$ cat config.mk
export PLATFORM = sky130hd
export DESIGN_NAME = regbank_selftest
export DESIGN_NICKNAME = d
export VERILOG_FILES = /design/src/rtl/regbank_selftest_pkg.sv /design/src/rtl/st_index.sv /design/src/rtl/st_wr_chan.sv /design/src/rtl/st_rd_chan.sv /design/src/rtl/regbank_selftest.sv
export SDC_FILE = /design/constraint.sdc
export NUM_CORES = 1
export LEC_CHECK = 0
export ABC_AREA = 0
export BUFFER_PORTS_ARGS = -buffer_cell sky130_fd_sc_hd__buf_2
export CAP_MARGIN = 10
export CORE_MARGIN = 1.5
export CORE_UTILIZATION = 42
export CTS_BUF_LIST = sky130_fd_sc_hd__clkbuf_4 sky130_fd_sc_hd__clkbuf_8 sky130_fd_sc_hd__clkbuf_16
export DETAILED_ROUTE_END_ITERATION = 12
export PLACE_DENSITY = 0.86
export RECOVER_POWER = 25
export SLEW_MARGIN = 20
export SYNTH_ARGS = -nofsm -noshare
export SYNTH_HDL_FRONTEND = slang
export SYNTH_SLANG_ARGS = --single-unit
export TNS_END_PERCENT = 20
$ cat constraint.sdc
create_clock -name clk_i -period 3.2 [get_ports clk_i]
set_input_delay 0.32 -clock clk_i [delete_from_list [all_inputs] [get_ports clk_i]]
set_output_delay 0.32 -clock clk_i [all_outputs]
set_load 0.01 [all_outputs]
$ cat src/rtl/regbank_selftest_pkg.sv
package regbank_selftest_pkg;
  typedef enum logic [2:0] {
    ST_IDLE, ST_WR_GO, ST_WR_WAIT, ST_RD_GO, ST_RD_WAIT, ST_DONE
  } st_e;
  localparam logic [1:0] RESP_OKAY = 2'b00;
endpackage

$ cat src/rtl/st_index.sv
module st_index #(
  parameter int N = 8,
  parameter int W = 3
) (
  input  logic         clk_i,
  input  logic         rst_ni,
  input  logic         clear_i,
  input  logic         step_i,
  output logic [W-1:0] idx_o,
  output logic         last_o
);
  logic [W-1:0] idx_q;

  always_ff @(posedge clk_i or negedge rst_ni) begin
    if (!rst_ni)      idx_q <= '0;
    else if (clear_i) idx_q <= '0;
    else if (step_i)  idx_q <= idx_q + 1'b1;
  end

  assign idx_o  = idx_q;
  assign last_o = (idx_q == W'(N - 1));
endmodule

$ cat src/rtl/st_wr_chan.sv
module st_wr_chan
  import regbank_selftest_pkg::*;
#(
  parameter int ADDR_W = 32,
  parameter int DATA_W = 32
) (
  input  logic              clk_i,
  input  logic              rst_ni,
  input  logic              go_i,
  input  logic [ADDR_W-1:0] addr_i,
  input  logic [DATA_W-1:0] data_i,
  output logic [ADDR_W-1:0] awaddr_o,
  output logic              awvalid_o,
  input  logic              awready_i,
  output logic [DATA_W-1:0] wdata_o,
  output logic              wvalid_o,
  input  logic              wready_i,
  input  logic [1:0]        bresp_i,
  input  logic              bvalid_i,
  output logic              bready_o,
  output logic              fin_o,
  output logic              err_o
);
  logic              aw_q, w_q, act_q;
  logic [ADDR_W-1:0] addr_q;
  logic [DATA_W-1:0] data_q;

  always_ff @(posedge clk_i or negedge rst_ni) begin
    if (!rst_ni) begin
      aw_q   <= 1'b0;
      w_q    <= 1'b0;
      act_q  <= 1'b0;
      addr_q <= '0;
      data_q <= '0;
    end else if (go_i) begin
      aw_q   <= 1'b1;
      w_q    <= 1'b1;
      act_q  <= 1'b1;
      addr_q <= addr_i;
      data_q <= data_i;
    end else begin
      if (aw_q && awready_i) aw_q <= 1'b0;
      if (w_q && wready_i)   w_q  <= 1'b0;
      if (fin_o)             act_q <= 1'b0;
    end
  end

  assign awaddr_o  = addr_q;
  assign awvalid_o = aw_q;
  assign wdata_o   = data_q;
  assign wvalid_o  = w_q;
  // response accepted only once both request channels have handed off
  assign bready_o  = act_q && !aw_q && !w_q;
  assign fin_o     = bvalid_i && bready_o;
  assign err_o     = (bresp_i != RESP_OKAY);
endmodule

$ cat src/rtl/st_rd_chan.sv
module st_rd_chan
  import regbank_selftest_pkg::*;
#(
  parameter int ADDR_W = 32,
  parameter int DATA_W = 32
) (
  input  logic              clk_i,
  input  logic              rst_ni,
  input  logic              go_i,
  input  logic [ADDR_W-1:0] addr_i,
  input  logic [DATA_W-1:0] expect_i,
  output logic [ADDR_W-1:0] araddr_o,
  output logic              arvalid_o,
  input  logic              arready_i,
  input  logic [DATA_W-1:0] rdata_i,
  input  logic [1:0]        rresp_i,
  input  logic              rvalid_i,
  output logic              rready_o,
  output logic              fin_o,
  output logic              bad_o
);
  logic              ar_q, r_q;
  logic [ADDR_W-1:0] addr_q;
  logic [DATA_W-1:0] exp_q;

  always_ff @(posedge clk_i or negedge rst_ni) begin
    if (!rst_ni) begin
      ar_q   <= 1'b0;
      r_q    <= 1'b0;
      addr_q <= '0;
      exp_q  <= '0;
    end else if (go_i) begin
      ar_q   <= 1'b1;
      addr_q <= addr_i;
      exp_q  <= expect_i;
    end else begin
      if (ar_q && arready_i) begin
        ar_q <= 1'b0;
        r_q  <= 1'b1;
      end
      if (fin_o) r_q <= 1'b0;
    end
  end

  assign araddr_o  = addr_q;
  assign arvalid_o = ar_q;
  assign rready_o  = r_q;
  assign fin_o     = rvalid_i && r_q;
  assign bad_o     = (rdata_i != exp_q) || (rresp_i != RESP_OKAY);
endmodule

$ cat src/rtl/regbank_selftest.sv
module regbank_selftest
  import regbank_selftest_pkg::*;
#(
  parameter int                 NUM_REGS  = 8,
  parameter int                 ADDR_W    = 32,
  parameter int                 DATA_W    = 32,
  parameter logic [ADDR_W-1:0]  BASE_ADDR = 32'h4000_0000,
  parameter logic [DATA_W-1:0]  PAT_KEY   = 32'hA5C3_0F00
) (
  input  logic                clk_i,
  input  logic                rst_ni,
  input  logic                start_i,
  output logic                busy_o,
  output logic                done_o,
  output logic                pass_o,
  output logic [ADDR_W-1:0]   fail_addr_o,
  output logic [ADDR_W-1:0]   awaddr_o,
  output logic [2:0]          awprot_o,
  output logic                awvalid_o,
  input  logic                awready_i,
  output logic [DATA_W-1:0]   wdata_o,
  output logic [DATA_W/8-1:0] wstrb_o,
  output logic                wvalid_o,
  input  logic                wready_i,
  input  logic [1:0]          bresp_i,
  input  logic                bvalid_i,
  output logic                bready_o,
  output logic [ADDR_W-1:0]   araddr_o,
  output logic [2:0]          arprot_o,
  output logic                arvalid_o,
  input  logic                arready_i,
  input  logic [DATA_W-1:0]   rdata_i,
  input  logic [1:0]          rresp_i,
  input  logic                rvalid_i,
  output logic                rready_o
);
  localparam int IDX_W   = (NUM_REGS > 1) ? $clog2(NUM_REGS) : 1;
  localparam int OFF_LSB = $clog2(DATA_W / 8);

  st_e               st_q;
  logic              pass_q;
  logic [ADDR_W-1:0] fail_q;
  logic [IDX_W-1:0]  idx;
  logic              last;
  logic [ADDR_W-1:0] cur_addr;
  logic [DATA_W-1:0] cur_pat;
  logic              wr_fin, wr_err, rd_fin, rd_bad;
  logic              launch, idx_clr, idx_step;

  assign cur_addr = BASE_ADDR + (ADDR_W'(idx) << OFF_LSB);
  assign cur_pat  = PAT_KEY ^ DATA_W'(idx);

  assign launch   = start_i && (st_q == ST_IDLE || st_q == ST_DONE);
  assign idx_clr  = launch || (st_q == ST_WR_WAIT && wr_fin && !wr_err && last);
  assign idx_step = (st_q == ST_WR_WAIT && wr_fin && !wr_err && !last) ||
                    (st_q == ST_RD_WAIT && rd_fin && !rd_bad && !last);

  always_ff @(posedge clk_i or negedge rst_ni) begin
    if (!rst_ni) begin
      st_q   <= ST_IDLE;
      pass_q <= 1'b0;
      fail_q <= '0;
    end else begin
      unique case (st_q)
        ST_IDLE, ST_DONE: if (start_i) begin
          st_q   <= ST_WR_GO;
          pass_q <= 1'b0;
          fail_q <= '0;
        end
        ST_WR_GO: st_q <= ST_WR_WAIT;
        ST_WR_WAIT: if (wr_fin) begin
          if (wr_err) begin
            st_q   <= ST_DONE;
            fail_q <= cur_addr;
          end else begin
            st_q <= last ? ST_RD_GO : ST_WR_GO;
          end
        end
        ST_RD_GO: st_q <= ST_RD_WAIT;
        ST_RD_WAIT: if (rd_fin) begin
          if (rd_bad) begin
            st_q   <= ST_DONE;
            fail_q <= cur_addr;
          end else if (last) begin
            st_q   <= ST_DONE;
            pass_q <= 1'b1;
          end else begin
            st_q <= ST_RD_GO;
          end
        end
        default: st_q <= ST_IDLE;
      endcase
    end
  end

  st_index #(.N(NUM_REGS), .W(IDX_W)) u_idx (
    .clk_i, .rst_ni, .clear_i(idx_clr), .step_i(idx_step),
    .idx_o(idx), .last_o(last)
  );

  st_wr_chan #(.ADDR_W(ADDR_W), .DATA_W(DATA_W)) u_wr (
    .clk_i, .rst_ni, .go_i(st_q == ST_WR_GO), .addr_i(cur_addr), .data_i(cur_pat),
    .awaddr_o, .awvalid_o, .awready_i, .wdata_o, .wvalid_o, .wready_i,
    .bresp_i, .bvalid_i, .bready_o, .fin_o(wr_fin), .err_o(wr_err)
  );

  st_rd_chan #(.ADDR_W(ADDR_W), .DATA_W(DATA_W)) u_rd (
    .clk_i, .rst_ni, .go_i(st_q == ST_RD_GO), .addr_i(cur_addr), .expect_i(cur_pat),
    .araddr_o, .arvalid_o, .arready_i, .rdata_i, .rresp_i, .rvalid_i, .rready_o,
    .fin_o(rd_fin), .bad_o(rd_bad)
  );

  assign awprot_o    = 3'b000;
  assign arprot_o    = 3'b000;
  assign wstrb_o     = '1;
  assign busy_o      = (st_q != ST_IDLE) && (st_q != ST_DONE);
  assign done_o      = (st_q == ST_DONE);
  assign pass_o      = pass_q;
  assign fail_addr_o = fail_q;
endmodule

==> results.json, run 1 <==
{
  "status": "completed",
  "netSwitchingFraction": 0.448,
  "viasPerCell": 4.04,
  "initial_utilization": 0.441,
  "skew_ns": 0.00310,
  "seq_area_frac_synth": 0.263,
  "cp.arrival_ns": 2.01,
  "worst_setup_path_start_kind": "flop",
  "yosysMostFrequentCell": "buf_4",
  "grt_start_max_net_pins": 25,
  "synthFlopType": "dfrtp_1",
  "yosysTopAreaCell": "buf_4",
  "cts_buffer_depth": 2,
  "holdBufCountCts": 0,
  "min_period_over_period": 0.578,
  "power.internal_uw": 779,
  "drt-pass1-iter-count": 4,
  "syn_inst": 267,
  "clkSlewWorstSetupHoldPaths_ns": 0.08,
  "synth_top_area_share": 0.414,
  "cp-end-kind": "flop",
  "cts_made_buffers": 3,
  "m1WireLength_mm": 1.60,
  "slew_violations": 0,
  "boundaryPins": 190,
  "cap_viol_max_count": 0,
  "grt_use_total": 0.139,
  "hold_viol": 0,
  "cts_tree": "done",
  "clockPowerShare": 0.122,
  "route.detailed.drc": 0,
  "wl_per_cell_um": 10.9,
  "routed-wl-met2_mm": 2.46,
  "path_cells": "nor3_1 -> nand3_1 -> a2111oi_4 -> a21oi_2 -> o21a_1",
  "synthTopCellsByCount": "buf_4, dfrtp_1, nand2_1",
  "synth-seq-cells": 24,
  "slowest_delay_ns": 0.52,
  "route.vias.total": 1609,
  "setup_viol_count_final": 0,
  "die_area_sq_um": 5890,
  "crit_path_max_fanout": 6,
  "antenna_found_initial": 0,
  "core_area_sq_um": 5170,
  "worst_pin_slew_ns": 1.31,
  "highest_layer": "met4",
  "p_switching_uw": 634,
  "whs_ns": 0.246,
  "rsz0062_at_grt": "false",
  "drtIter0Drc": 33,
  "rr_endpoint": "fail_addr_o[30]",
  "clk_latency_ns": 0.26,
  "hp-start": "wready_i",
  "portBuffers": 78,
  "rr_startpoint": "u_rd.exp_q[8]",
  "grt_pass1_vias": 1445,
  "drt_wl_total_mm": 4.33,
  "fp.dieH_um": 76.7,
  "antennaDiodeCount": 0,
  "hp-class": "primary input to flop",
  "synth-edff-count": 0,
  "rr_worst_depth": 5,
  "root_buffer": "clkbuf_8",
  "cts_resized": 0,
  "cts.sinks": 24,
  "path_class": "flop to flop",
  "grt-ovfl-total": 0,
  "required_ns": 3.36,
  "fp-row-count": 26,
  "leakagePower_uw": 0.00125,
  "drive_above_1_share": 0.274,
  "htreeDepth": 1,
  "finalSetupTns_ns": 0,
  "r2r_setup_slack_ns": 1.35,
  "slew_headroom": 0.123,
  "synthArstFlopShare": 1.00,
  "max_freq_mhz": 540,
  "final_cells": 398,
  "slowest_stage": "a2111oi_4",
  "dp_cells": 395,
  "ant_nets": 0,
  "gp_congestion": 0.807,
  "die_w_um": 76.7,
  "synth_area_sq_um": 2280,
  "nets": 376,
  "post_synth_main_area_contributors": "buf_4, dfrtp_1, nand2_1, mux2i_1, nor4_1",
  "avgSynthCellArea_sq_um": 8.55,
  "syn2layout_area_growth_pct": -1.37,
  "grt_pass1_wl_mm": 6.71,
  "hpwl_mm": 3.68,
  "ys_warn_count": 0,
  "p_comb_frac": 0.491,
  "postCtsSetupBuffers": 0,
  "period_needed_ns": 1.85,
  "p_per_area_nw_per_um2": 627,
  "min_path_cells": 2,
  "wl_met3_um": 255,
  "synth_cell_type_count": 39,
  "seqPwrFrac": 0.387,
  "hold_path_end": "u_wr.wvalid_o",
  "max-vdd-ir-drop_uv": 393
}
state kept, by name, summed over array words and instances, names as in the netlist:
| signal | cells |
|---|---|
| pass_o | 1 |
| u_rd.arvalid_o | 1 |
| u_idx.idx_o | 3 |
| u_wr.awvalid_o | 1 |
| u_rd.rready_o | 1 |
| st_q | 3 |
| u_rd.exp_q | 4 |
| u_wr.act_q | 1 |
| u_wr.wdata_o | 4 |
| fail_addr_o | 4 |
| u_wr.wvalid_o | 1 |
cells by family (layout without fill, tap and decap cells):
family	Yosys count	after routing	share of synthesized area
buffers and inverters	139	91	0.436
AND/OR/NAND/NOR	57	57	0.130
AO/OA/AOI/OAI	28	28	0.0910
flip-flops	24	24	0.263
multiplexers	11	11	0.0504
XOR/XNOR	4	4	0.0153
adder cells (fa/ha/maj)	2	2	0.0110
other	2	111	0.00329
final cells by class:
class / instances / area (sq um)
clock buffers: 3 / 41.3
fillers: 527 / 2920
inverters: 10 / 37.5
multi-input cells: 213 / 1100
flip-flops and latches: 24 / 601
well taps: 70 / 87.6
repair buffers: 78 / 389
through the flow:
stage                     area (sq um)  worst slack, ns  total power [uW]   util
after floorplan                   2690             1.53              1120      -
after global placement            2210             1.25              1210  0.428
after detailed placement          2210             1.24              1250  0.428
after CTS                         2250             1.29              1420  0.436
after global routing              2250             1.18              1530  0.435
final                             2250             1.35              1410  0.435
worst max-delay path: cells and delay by family (launching register included):
family,cells,cell delay (ns)
compound gates,3,0.88
simple gates,2,0.42
flops,1,0.44
worst max-delay path by stage:
stage / start / to / slack, ns / cells past startpoint
floorplan: u_rd.exp_q[8] / fail_addr_o[30] / 1.53 / 5
global placement: rdata_i[12] / fail_addr_o[30] / 1.25 / 6
detailed placement: rdata_i[12] / u_idx.idx_o[1] / 1.24 / 6
CTS: u_rd.exp_q[8] / fail_addr_o[30] / 1.29 / 5
global route: u_rd.exp_q[8] / u_idx.idx_o[2] / 1.18 / 5
finish: u_rd.exp_q[8] / fail_addr_o[30] / 1.35 / 5
cells in the final DEF (no fill, tap or decap), types with 2 or more instances in the layout:
master / n
nor2_1: 8
clkbuf_8: 3
mux2_2: 4
dfrtp_1: 24
or2_2: 2
o21a_1: 2
nor3_1: 3
a31oi_1: 4
mux2i_1: 7
o21ai_0: 3
nand2_1: 19
nand2b_1: 3
ha_1: 2
buf_2: 77
nand4_1: 3
nand3_1: 3
nor4_1: 9
o22ai_1: 4
conb_1: 111
a21oi_1: 6
xnor2_1: 4
inv_1: 10
layer usage:
metal | vias up | track usage
met3 | 2 | 0.0179
met1 | 752 | 0.161
met4 | 0 | 0.0315
met2 | 82 | 0.267
li1 | 773 | -
met5 | - | 0
power by group through the flow:
stage	Sequential, uW	Clock (uW)	Combinational [uW]
after floorplan	520	0	604
after global placement	540	0	672
after detailed placement	550	0	696
after CTS	545	179	697
after global routing	565	190	777
final	547	172	694
Note: power is estimated with default switching activity, not from simulation.
==> run 2, diff against run 1 <==
--- a/config.mk
+++ b/config.mk
@@ -5,14 +5,14 @@
 export SDC_FILE = /design/constraint.sdc
 export NUM_CORES = 1
 export LEC_CHECK = 0
-export ABC_AREA = 0
+export ABC_AREA = 1
 export BUFFER_PORTS_ARGS = -buffer_cell sky130_fd_sc_hd__buf_2
 export CAP_MARGIN = 10
 export CORE_MARGIN = 1.5
-export CORE_UTILIZATION = 42
+export CORE_UTILIZATION = 37
 export CTS_BUF_LIST = sky130_fd_sc_hd__clkbuf_4 sky130_fd_sc_hd__clkbuf_8 sky130_fd_sc_hd__clkbuf_16
 export DETAILED_ROUTE_END_ITERATION = 12
-export PLACE_DENSITY = 0.86
+export PLACE_DENSITY = 0.78
 export RECOVER_POWER = 25
 export SLEW_MARGIN = 20
 export SYNTH_ARGS = -nofsm -noshare
==> constraint.sdc (replaced) <==
create_clock -name clk_i -period 1.6 [get_ports clk_i]
set_input_delay 0.16 -clock clk_i [delete_from_list [all_inputs] [get_ports clk_i]]
set_output_delay 0.16 -clock clk_i [all_outputs]
set_load 0.01 [all_outputs]
==> run 2 against run 1 <==
The flow now finishes with violations (design-rule violations). Via count grew 27%. Worst hold slack lost 0.19 ns. Critical path depth grew 3.
==> results.json, run 2 <==
{
  "status": "finished with violations",
  "failed_checks": "design-rule violations",
  "final_cell_mix": "conb_1, buf_2, nand2_1",
  "pre_cts_slack_ns": 0.0402,
  "viasPerCell": 3.94,
  "htreeDepth": 1,
  "cap_viol_max_count": 0,
  "setup_viol_count_final": 0,
  "cp.arrival_ns": 1.78,
  "hpwl_mm": 3.88,
  "synth_cell_type_count": 27,
  "cp.buffers_inverters": 1,
  "fp-row-count": 29,
  "crit_family": "simple AND/OR/NAND/NOR gates",
  "antenna_found_initial": 0,
  "drtIter0Drc": 143,
  "worst_setup_path_start_kind": "flop",
  "boundaryPins": 190,
  "die_w_um": 85.7,
  "synth_top_area_share": 0.374,
  "ys_warn_count": 0,
  "initial_utilization": 0.391,
  "slew_violations": 0,
  "grt_use_total": 0.118,
  "slowest_delay_ns": 0.46,
  "grt_pass1_vias": 1560,
  "cts.sinks": 24,
  "grt_pass1_wl_mm": 7.08,
  "portBuffers": 78,
  "mostFrequentLayoutCell": "conb_1",
  "route.detailed.drc": 14,
  "die_area_sq_um": 7340,
  "nets": 488,
  "syn_inst": 367,
  "ant_nets": 0,
  "cp-end-kind": "flop",
  "p_per_area_nw_per_um2": 1020,
  "synth-edff-count": 0,
  "antennaDiodeCount": 0,
  "fp.dieH_um": 85.7,
  "seq_area_frac_synth": 0.238,
  "path_class": "flop to flop",
  "grt_start_max_net_pins": 25,
  "cts_buffer_depth": 2,
  "cts_made_buffers": 3,
  "whs_ns": 0.0573,
  "min_period_over_period": 0.975,
  "synth_area_sq_um": 2530,
  "yosysTopAreaCell": "buf_4",
  "yosysMostFrequentCell": "buf_4",
  "drt_wl_total_mm": 4.89,
  "hold_viol": 0,
  "synthTopCellsByCount": "buf_4, nand2_1, inv_1, nor2_1, dfrtp_1",
  "drive_above_1_share": 0.279,
  "layout_setup_ws_ns": 0.0392,
  "syn2layout_area_growth_pct": 5.00,
  "drt-pass1-iter-count": 8,
  "slew_headroom": 0.591,
  "post_synth_main_area_contributors": "buf_4, dfrtp_1, nand2_1, inv_1, nor2_1",
  "max-vdd-ir-drop_uv": 874,
  "required_ns": 1.82,
  "gp_congestion": 0.823,
  "synthArstFlopShare": 1.00,
  "worst_pin_slew_ns": 0.613,
  "leakagePower_uw": 0.00162,
  "path_cells": "inv_2 -> nand3_2 -> nor3_4 -> nand2_2 -> nor2_1 -> o21bai_2 -> nand3_1 -> nand2_1",
  "clk_latency_ns": 0.27,
  "final_util": 0.411,
  "root_buffer": "clkbuf_8",
  "crit_path_max_fanout": 5,
  "cts_tree": "done",
  "max_freq_mhz": 641,
  "slowest_stage": "dfrtp_2",
  "skew_ns": 0.00408,
  "rsz0062_at_grt": "true",
  "clkSlewWorstSetupHoldPaths_ns": 0.09,
  "route.vias.total": 2039,
  "period_needed_ns": 1.56,
  "hp-class": "primary input to flop",
  "avgSynthCellArea_sq_um": 6.89,
  "synth-seq-cells": 24,
  "grt-ovfl-total": 0,
  "nFillCells": 661,
  "core_area_sq_um": 6460,
  "synthFlopType": "dfrtp_1",
  "wl_per_cell_um": 9.43
}
[run 2: cell count changes after synthesis, sizes merged, moves of 4 or more]
| cell | previous run | this run |
|---|---|---|
| nand2 | 19 | 79 |
| inv | 10 | 44 |
| nor2 | 8 | 42 |
| o21ai | 3 | 13 |
| nand3 | 3 | 12 |
| nor4 | 9 | 0 |
| mux2i | 7 | 0 |
| a21oi | 7 | 2 |
| mux2 | 4 | 0 |
| xnor2 | 4 | 0 |
[run 2: timing repair]
action / 4_1_cts / 5_1_grt
pin swaps: 0 / 13
gates resized for setup: 1 / 13
hold buffers: 1 / 0
setup endpoints to repair: 1 / 8
buffers inserted: 0 / 6
endpoints found under the hold margin: 24 / 0
[run 2: layer usage]
layer  GRT usage  part of all wire
met5           0                 0
met4      0.0279             0.012
met3      0.0135             0.074
met2       0.206              0.51
met1       0.158              0.40
[run 2: cell families (layout without fill, tap and decap cells)]
logic type	count (synthesis)	after routing	share of synthesized area
other cells	2	111	0.00297
buf+inv	171	136	0.441
compound gates	20	20	0.0441
fa+ha+maj	2	2	0.00990
simple gates	148	148	0.264
flops	24	24	0.238
[run 2: layout make-up]
class | count | area, sq um | area share
clock buffers | 3 | 41.3 | 0.0156
clock inverters | 1 | 30.0 | 0.0113
inverters | 44 | 168 | 0.0632
multi-input cells | 281 | 1240 | 0.469
flip-flops and latches | 24 | 606 | 0.228
well taps | 77 | 96.3 | 0.0363
repair buffers | 88 | 468 | 0.176
[run 2: final timing paths]
| path | from | to | slack [ns] | cells past startpoint |
|---|---|---|---|---|
| hold / removal | awready_i | u_wr.awvalid_o | 0.06 | 2 |
| hold reg to reg | fail_addr_o[3] | fail_addr_o[3] | 0.48 | 2 |
| setup / recovery | st_q[2] | u_idx.idx_o[0] | 0.04 | 8 |
| setup reg to reg | st_q[2] | u_idx.idx_o[0] | 0.04 | 8 |
| max in group asynchronous | rst_ni | u_rd.exp_q[8] | 0.74 | 2 |
| min in group asynchronous | rst_ni | st_q[0] | 0.41 | 2 |
[run 2: stage by stage]
| step | instances | area, sq um | power, uW | TNS [ns] |
|---|---|---|---|---|
| after detailed placement | 507 | 2500 | 2040 | 0 |
| after global routing | 518 | 2650 | 2920 | -0.216 |
| final | 518 | 2650 | 2710 | 0 |
| after floorplan | 476 | 2940 | 1860 | 0 |
| after global placement | 507 | 2500 | 2010 | 0 |
| after CTS | 512 | 2580 | 2580 | 0 |
[run 2: where the power goes]
| group | switching, uW | internal (uW) | leakage [uW] |
|---|---|---|---|
| combinational | 852 | 462 | 0.00128 |
| clock | 212 | 335 | 0.0000357 |
| sequential | 115 | 736 | 0.000306 |
| total | 1180 | 1530 | 0.00162 |
[run 2: worst register-to-register path: cells and delay by family, from the launching register on]
family | cells | cell delay, ns
simple gates | 6 | 0.78
buf+inv | 1 | 0.09
flops | 1 | 0.46
compound gates | 1 | 0.16
